File: src/rtl/serial_rx_pkg.sv
package serial_rx_pkg;

    typedef enum logic [2:0] {
        ST_IDLE  = 3'd0,
        ST_START = 3'd1,
        ST_DATA  = 3'd2,
        ST_PAR   = 3'd3,
        ST_STOP  = 3'd4,
        ST_BRKW  = 3'd5
    } rx_state_e;

    localparam logic [1:0] PAR_NONE = 2'd0;
    localparam logic [1:0] PAR_ODD  = 2'd1;
    localparam logic [1:0] PAR_EVEN = 2'd2;

    function automatic logic par_on(input logic [1:0] mode);
        return (mode == PAR_ODD) || (mode == PAR_EVEN);
    endfunction

    // index of the last data bit for a length code (5..8 bits)
    function automatic logic [2:0] last_idx(input logic [1:0] len);
        return 3'd4 + {1'b0, len};
    endfunction

endpackage

File: src/rtl/serial_rx_sync.sv
module serial_rx_sync #(
    parameter int  STAGES  = 2,
    parameter logic RST_VAL = 1'b1
) (
    input  logic clk,
    input  logic rst_n,
    input  logic d_i,
    output logic q_o
);
    logic [STAGES-1:0] sh_d, sh_q;

    generate
        if (STAGES == 1) begin : g_one
            always_comb sh_d = d_i;
        end else begin : g_many
            always_comb sh_d = {sh_q[STAGES-2:0], d_i};
        end
    endgenerate

    always_ff @(posedge clk or negedge rst_n) begin
        if (!rst_n) sh_q <= {STAGES{RST_VAL}};
        else        sh_q <= sh_d;
    end

    assign q_o = sh_q[STAGES-1];
endmodule

File: src/rtl/serial_rx_parity.sv
module serial_rx_parity
    import serial_rx_pkg::*;
#(
    parameter int DW = 8
) (
    input  logic [DW-1:0] data_i,
    input  logic [1:0]    mode_i,
    input  logic          pbit_i,
    output logic          err_o
);
    logic ones_odd;

    always_comb begin
        ones_odd = (^data_i) ^ pbit_i;
        unique case (mode_i)
            PAR_ODD:  err_o = !ones_odd;
            PAR_EVEN: err_o = ones_odd;
            default:  err_o = 1'b0;
        endcase
    end
endmodule

File: src/rtl/serial_rx_framer.sv
module serial_rx_framer
    import serial_rx_pkg::*;
#(
    parameter int OSR = 16,
    parameter int DW  = 8
) (
    input  logic          clk,
    input  logic          rst_n,
    input  logic          rx_s,
    input  logic          tick_i,
    input  logic [1:0]    cfg_len_i,
    input  logic [1:0]    cfg_par_i,
    output logic          vld_o,
    output logic [DW-1:0] data_o,
    output logic          ferr_o,
    output logic          perr_o,
    output logic          brk_o
);
    localparam int CW = $clog2(OSR);
    localparam logic [CW-1:0] MID  = CW'(OSR / 2 - 1);
    localparam logic [CW-1:0] LAST = CW'(OSR - 1);

    typedef struct packed {
        rx_state_e     st;
        logic [CW-1:0] cnt;
        logic [2:0]    idx;
        logic [DW-1:0] shf;
        logic          pbit;
        logic          allzero;
        logic [1:0]    len;
        logic [1:0]    par;
        logic          vld;
        logic [DW-1:0] dout;
        logic          ferr;
        logic          perr;
        logic          brk;
    } frm_t;

    frm_t n_d, n_q;
    logic par_mis;
    logic at_mid, at_full;

    serial_rx_parity #(.DW(DW)) u_par (
        .data_i (n_q.shf),
        .mode_i (n_q.par),
        .pbit_i (n_q.pbit),
        .err_o  (par_mis)
    );

    assign at_mid  = tick_i && (n_q.cnt == MID);
    assign at_full = tick_i && (n_q.cnt == LAST);

    always_comb begin
        n_d     = n_q;
        n_d.vld = 1'b0;
        unique case (n_q.st)
            ST_IDLE: begin
                if (tick_i && !rx_s) begin
                    n_d.st  = ST_START;
                    n_d.cnt = '0;
                    n_d.len = cfg_len_i;
                    n_d.par = cfg_par_i;
                end
            end
            ST_START: begin
                if (at_mid) begin
                    n_d.cnt = '0;
                    if (!rx_s) begin
                        n_d.st      = ST_DATA;
                        n_d.idx     = '0;
                        n_d.shf     = '0;
                        n_d.allzero = 1'b1;
                    end else begin
                        n_d.st = ST_IDLE;
                    end
                end else if (tick_i) begin
                    n_d.cnt = n_q.cnt + 1'b1;
                end
            end
            ST_DATA: begin
                if (at_full) begin
                    n_d.cnt          = '0;
                    n_d.shf[n_q.idx] = rx_s;
                    n_d.allzero      = n_q.allzero & !rx_s;
                    if (n_q.idx == last_idx(n_q.len)) begin
                        n_d.st = par_on(n_q.par) ? ST_PAR : ST_STOP;
                    end else begin
                        n_d.idx = n_q.idx + 1'b1;
                    end
                end else if (tick_i) begin
                    n_d.cnt = n_q.cnt + 1'b1;
                end
            end
            ST_PAR: begin
                if (at_full) begin
                    n_d.cnt     = '0;
                    n_d.pbit    = rx_s;
                    n_d.allzero = n_q.allzero & !rx_s;
                    n_d.st      = ST_STOP;
                end else if (tick_i) begin
                    n_d.cnt = n_q.cnt + 1'b1;
                end
            end
            ST_STOP: begin
                if (at_full) begin
                    n_d.cnt  = '0;
                    n_d.vld  = 1'b1;
                    n_d.dout = n_q.shf;
                    n_d.perr = par_on(n_q.par) && par_mis;
                    n_d.ferr = !rx_s;
                    n_d.brk  = 1'b0;
                    if (rx_s) begin
                        n_d.st = ST_IDLE;
                    end else if (n_q.allzero) begin
                        n_d.brk  = 1'b1;
                        n_d.perr = 1'b0;
                        n_d.dout = '0;
                        n_d.st   = ST_BRKW;
                    end else begin
                        // low stop bit reused as a start bit already at its midpoint
                        n_d.st      = ST_DATA;
                        n_d.idx     = '0;
                        n_d.shf     = '0;
                        n_d.allzero = 1'b1;
                    end
                end else if (tick_i) begin
                    n_d.cnt = n_q.cnt + 1'b1;
                end
            end
            ST_BRKW: begin
                if (rx_s) n_d.st = ST_IDLE;
            end
            default: n_d.st = ST_IDLE;
        endcase
        if (n_q.st != ST_PAR && n_q.st != ST_STOP && n_d.st == ST_DATA && n_q.st == ST_START)
            n_d.pbit = 1'b0;
    end

    always_ff @(posedge clk or negedge rst_n) begin
        if (!rst_n) begin
            n_q    <= '0;
            n_q.st <= ST_IDLE;
        end else begin
            n_q <= n_d;
        end
    end

    assign vld_o  = n_q.vld;
    assign data_o = n_q.dout;
    assign ferr_o = n_q.ferr;
    assign perr_o = n_q.perr;
    assign brk_o  = n_q.brk;


    glitch_reject_chk: assert property (@(posedge clk) disable iff (!rst_n)
        (n_q.st == ST_START && at_mid && rx_s) |=> (n_q.st == ST_IDLE));

    single_strobe_chk: assert property (@(posedge clk) disable iff (!rst_n)
        n_q.vld |=> !n_q.vld);

    no_parity_flag_chk: assert property (@(posedge clk) disable iff (!rst_n)
        (n_q.vld && !par_on(n_q.par)) |-> !n_q.perr);

    break_shape_chk: assert property (@(posedge clk) disable iff (!rst_n)
        (n_q.vld && n_q.brk) |-> (n_q.ferr && !n_q.perr && n_q.dout == '0));

    break_hold_chk: assert property (@(posedge clk) disable iff (!rst_n)
        (n_q.st == ST_BRKW && !rx_s) |=> (n_q.st == ST_BRKW));

    resync_chk: assert property (@(posedge clk) disable iff (!rst_n)
        (n_q.st == ST_STOP && at_full && !rx_s && !n_q.allzero)
        |=> (n_q.st == ST_DATA && n_q.vld && n_q.ferr && !n_q.brk));
endmodule

File: src/rtl/serial_rx.sv
module serial_rx #(
    parameter int OSR         = 16,
    parameter int SYNC_STAGES = 2,
    parameter int DW          = 8
) (
    input  logic          clk,
    input  logic          rst_n,
    input  logic          rx_i,
    input  logic          tick_i,
    input  logic [1:0]    cfg_len_i,
    input  logic [1:0]    cfg_par_i,
    output logic          char_vld_o,
    output logic [DW-1:0] char_data_o,
    output logic          frame_err_o,
    output logic          par_err_o,
    output logic          brk_o
);
    logic rx_s;

    serial_rx_sync #(.STAGES(SYNC_STAGES), .RST_VAL(1'b1)) u_sync (
        .clk   (clk),
        .rst_n (rst_n),
        .d_i   (rx_i),
        .q_o   (rx_s)
    );

    serial_rx_framer #(.OSR(OSR), .DW(DW)) u_frm (
        .clk       (clk),
        .rst_n     (rst_n),
        .rx_s      (rx_s),
        .tick_i    (tick_i),
        .cfg_len_i (cfg_len_i),
        .cfg_par_i (cfg_par_i),
        .vld_o     (char_vld_o),
        .data_o    (char_data_o),
        .ferr_o    (frame_err_o),
        .perr_o    (par_err_o),
        .brk_o     (brk_o)
    );


    frame_flag_on_strobe_chk: assert property (@(posedge clk) disable iff (!rst_n)
        brk_o && char_vld_o |-> frame_err_o);
endmodule

File: config.mk
export PLATFORM = sky130hd
export DESIGN_NAME = serial_rx
export DESIGN_NICKNAME = d
export VERILOG_FILES = /design/src/rtl/serial_rx_pkg.sv /design/src/rtl/serial_rx_sync.sv /design/src/rtl/serial_rx_parity.sv /design/src/rtl/serial_rx_framer.sv /design/src/rtl/serial_rx.sv
export SDC_FILE = /design/constraint.sdc
export NUM_CORES = 1
export LEC_CHECK = 0
export BUFFER_PORTS_ARGS = -buffer_cell sky130_fd_sc_hd__clkbuf_2
export CORE_MARGIN = 4
export CORE_UTILIZATION = 55
export CTS_CLUSTER_DIAMETER = 40
export DETAILED_ROUTE_END_ITERATION = 10
export HOLD_SLACK_MARGIN = 0.12
export PLACE_DENSITY = 0.75
export REMOVE_ABC_BUFFERS = 1
export SLEW_MARGIN = 20
export SYNTH_ARGS = -nofsm -noshare
export SYNTH_HDL_FRONTEND = slang
export SYNTH_HIERARCHICAL = 1
export SYNTH_SLANG_ARGS = --single-unit
File: constraint.sdc
create_clock -name clk -period 3.2 [get_ports clk]
set_input_delay 0.64 -clock clk [delete_from_list [all_inputs] [get_ports clk]]
set_output_delay 0.64 -clock clk [all_outputs]
set_load 0.01 [all_outputs]
==> run metrics <==
Syn-to-layout area delta 7.01%; Critical Path Fanout Max 14; endpoint class of the critical path register; type of the tightest min-delay check reg2reg; area of the core 3690 µm²; Yosys warning count 6; clock slew at the register clock pins of the worst setup and hold paths 0.07 ns; Mapped Avg Cell Area 9.32 µm²; Placement Rows 22; vertical die dimension 69.9 µm; total grt overflow 0; Sequential Power Share 42.1%; period utilisation layout 81.7%; detail-routed net length per standard cell 13.8 µm; Final Slew Violations 0; worst setup skew after layout 0.00360 ns; type of the worst setup path reg2reg; accumulated negative setup slack 0 ns; Most Crowded Layer GR met2; final estimated routing congestion in global placement 0.907; Slew @ Worst Pin 0.932 ns; number of instances in the synthesized netlist 226; PnR Total Power 0.00179 W; Worst path slowest cell sky130_fd_sc_hd__dfrtp_1; Internal Power 0.00110 W; sequential share of the synthesized area 45.3%; leading cell type in the layout, fill and taps excluded sky130_fd_sc_hd__dfrtp_1; count of antenna-violating nets left after detailed routing 0; cells resized by post-CTS repair 0; GRT met2 Usage 26.9%; number of H-tree levels 2; Total Routed Length 3.85 mm; Netlist cell types 43; number of enable flip-flop cells after synthesis 0; antenna diode instance count 0; clock latency on the worst-skew pair 0.29 ns; vias after detailed routing 1,583; Leak 1.01 nW; max-cap check violation count 0; fin area 2250 µm²; Data arrival, critical path 2.80 ns; starting density of the core 57.1%; CTS tree yes; cts bufs inserted 5; placed cell area 2140 µm²; fraction of met1 tracks used by global routing 22.8%; maximum cell stage delay along the critical path 0.59 ns; remaining routing DRC violations 0; number of global-route vias before repair 1,518; netlist area before placement 2110 µm²; total die area 4880 µm²; cell-by-cell listing of the critical path or3b_4, o21ba_1, a211o_1, or3_1, o41ai_2; met3 usage in global routing 4.75%; Hold Violations, Final 0; post-route core utilization 61.1%; number of buffer and inverter instances along the worst setup path 0; clk sink count 38; number of antenna violations at the first check in global routing 0; Relative slew margins 37.9%; fraction of power consumed by the clock network 22.2%; HPWL Detailed 2.66 mm; switching fraction of total power 38.2%; IO Pins 20; initial drt markers 62; number of flip-flops and latches in the synthesized netlist 38; main flop type after synthesis sky130_fd_sc_hd__dfrtp_1; Setup-failing EPs final 0; final layout net count 241; shortest clock period the worst path allows after layout 2.61 ns; category of cells accounting for the largest share of critical-path delay simple AND/OR/NAND/NOR gates; result of the run complete, no violations; required time at the endpoint of the critical path 3.39 ns; maximum number of pins on one net before global-route repair 39; combinational share of power 35.7%; share of cells above drive strength 1 17.7%; PD cells 793 nW/µm²; Total GRT Usage 17.4%; unrepaired setup endpoints after global routing no; Fmax 0.383 GHz; Buffers on Ports 19; Post-CTS Hold Fix Bufs 0; Switch Pwr 0.000683 W; overall die width 69.9 µm; buffers inserted during post-CTS setup optimization 0; total iterations of the first detailed-routing run 4; worst ir drop on vdd 0.000532 V; Via density 5.65; commonest cells after routing, fill and taps aside sky130_fd_sc_hd__dfrtp_1, sky130_fd_sc_hd__nand2_1, sky130_fd_sc_hd__o21ai_0; global-route wire length before repair 6.90 mm; Max clock buf depth 2; CTS root buffer sky130_fd_sc_hd__clkbuf_8; asr flop ratio synth 100%; startpoint type of the worst setup path register
==> cell usage after synthesis (3+ instances only) <==
master	n	area share [%]
sky130_fd_sc_hd__nor3_1	3	0.71
sky130_fd_sc_hd__o21ai_0	26	6.2
sky130_fd_sc_hd__mux2_2	4	2.1
sky130_fd_sc_hd__o21ai_1	7	1.7
sky130_fd_sc_hd__a21oi_1	8	1.9
sky130_fd_sc_hd__nor3b_1	3	1.1
sky130_fd_sc_hd__o41ai_2	4	3.1
sky130_fd_sc_hd__a31oi_1	7	2.1
sky130_fd_sc_hd__buf_4	8	2.9
sky130_fd_sc_hd__xor2_1	4	1.7
sky130_fd_sc_hd__nor2_1	14	2.5
sky130_fd_sc_hd__nand2_1	29	5.2
sky130_fd_sc_hd__xnor2_1	7	2.9
sky130_fd_sc_hd__nand2b_1	3	0.89
sky130_fd_sc_hd__o21a_1	3	1.1
sky130_fd_sc_hd__dfrtp_1	36	43
sky130_fd_sc_hd__clkbuf_1	13	2.3
sky130_fd_sc_hd__nand3_1	4	0.95
sky130_fd_sc_hd__inv_1	9	1.6
==> path summary, 6_finish.rpt <==
path / slack, ns / cells after the start / from / endpoint
hold / removal: 0.36 / 0 / u_sync/sh_q[0] / u_sync/sh_q[1]
setup / recovery: 0.59 / 5 / u_frm/n_q[34] / u_frm/n_q[24]
min in group asynchronous: 0.48 / 1 / rst_n / u_frm/brk_o
hold reg to reg: 0.36 / 0 / u_sync/sh_q[0] / u_sync/sh_q[1]
max in group asynchronous: 2.15 / 1 / rst_n / u_frm/n_q[34]
setup reg to reg: 0.59 / 5 / u_frm/n_q[34] / u_frm/n_q[24]
==> routing by layer <==
| metal | vias to the layer above | wire [µm] |
|---|---|---|
| met5 | - | 0 |
| met3 | 11 | 177 |
| met2 | 43 | 1780 |
| met4 | 0 | 98 |
| met1 | 733 | 1800 |
| li1 | 796 | - |
==> cell type report <==
cell class	instances	area, µm²
Multi-Input combinational cell	156	987
Fill cell	329	1440
Clock inverter	3	40.0
Tap cell	48	60.1
Clock buffer	5	68.8
Sequential cell	38	953
Timing Repair Buffer	21	110
Inverter	9	33.8
==> state kept, by name, indices dropped and copies added (netlist names) <==
register      cells
u_frm/vld_o       1
u_sync/sh_q       2
u_frm/ferr_o      1
u_frm/brk_o       1
u_frm/perr_o      1
u_frm/data_o      8
u_frm/n_q        24
==> kinds of logic (layout without fill, tap and decap cells) <==
logic type	Yosys count	after routing	share of synthesized area [%]
simple gates	68	68	15.4
compound gates	67	67	20.7
flops	38	38	45.3
buf+inv	32	38	7.84
xor+xnor	13	13	6.42
mux	6	6	3.09
fa+ha+maj	2	2	1.19
==> power by group through the flow <==
stage	registers, W	clock network [W]	logic [W]
floorplan	0.000738	0	0.000493
global placement	0.000756	0	0.000629
detailed placement	0.000761	0	0.000635
CTS	0.000752	0.000406	0.000638
global route	0.000777	0.000427	0.000727
finish	0.000752	0.000396	0.000639
==> stage by stage <==
stage | setup slack, ns | std cells | hold WS [ns]
detailed placement | 0.630 | 272 | 0.348
global placement | 0.711 | 272 | 0.347
global route | 0.452 | 280 | 0.360
floorplan | 0.857 | 203 | 0.344
finish | 0.586 | 280 | 0.358
CTS | 0.609 | 280 | 0.359
No activity file was read; power rests on OpenSTA's default activity.
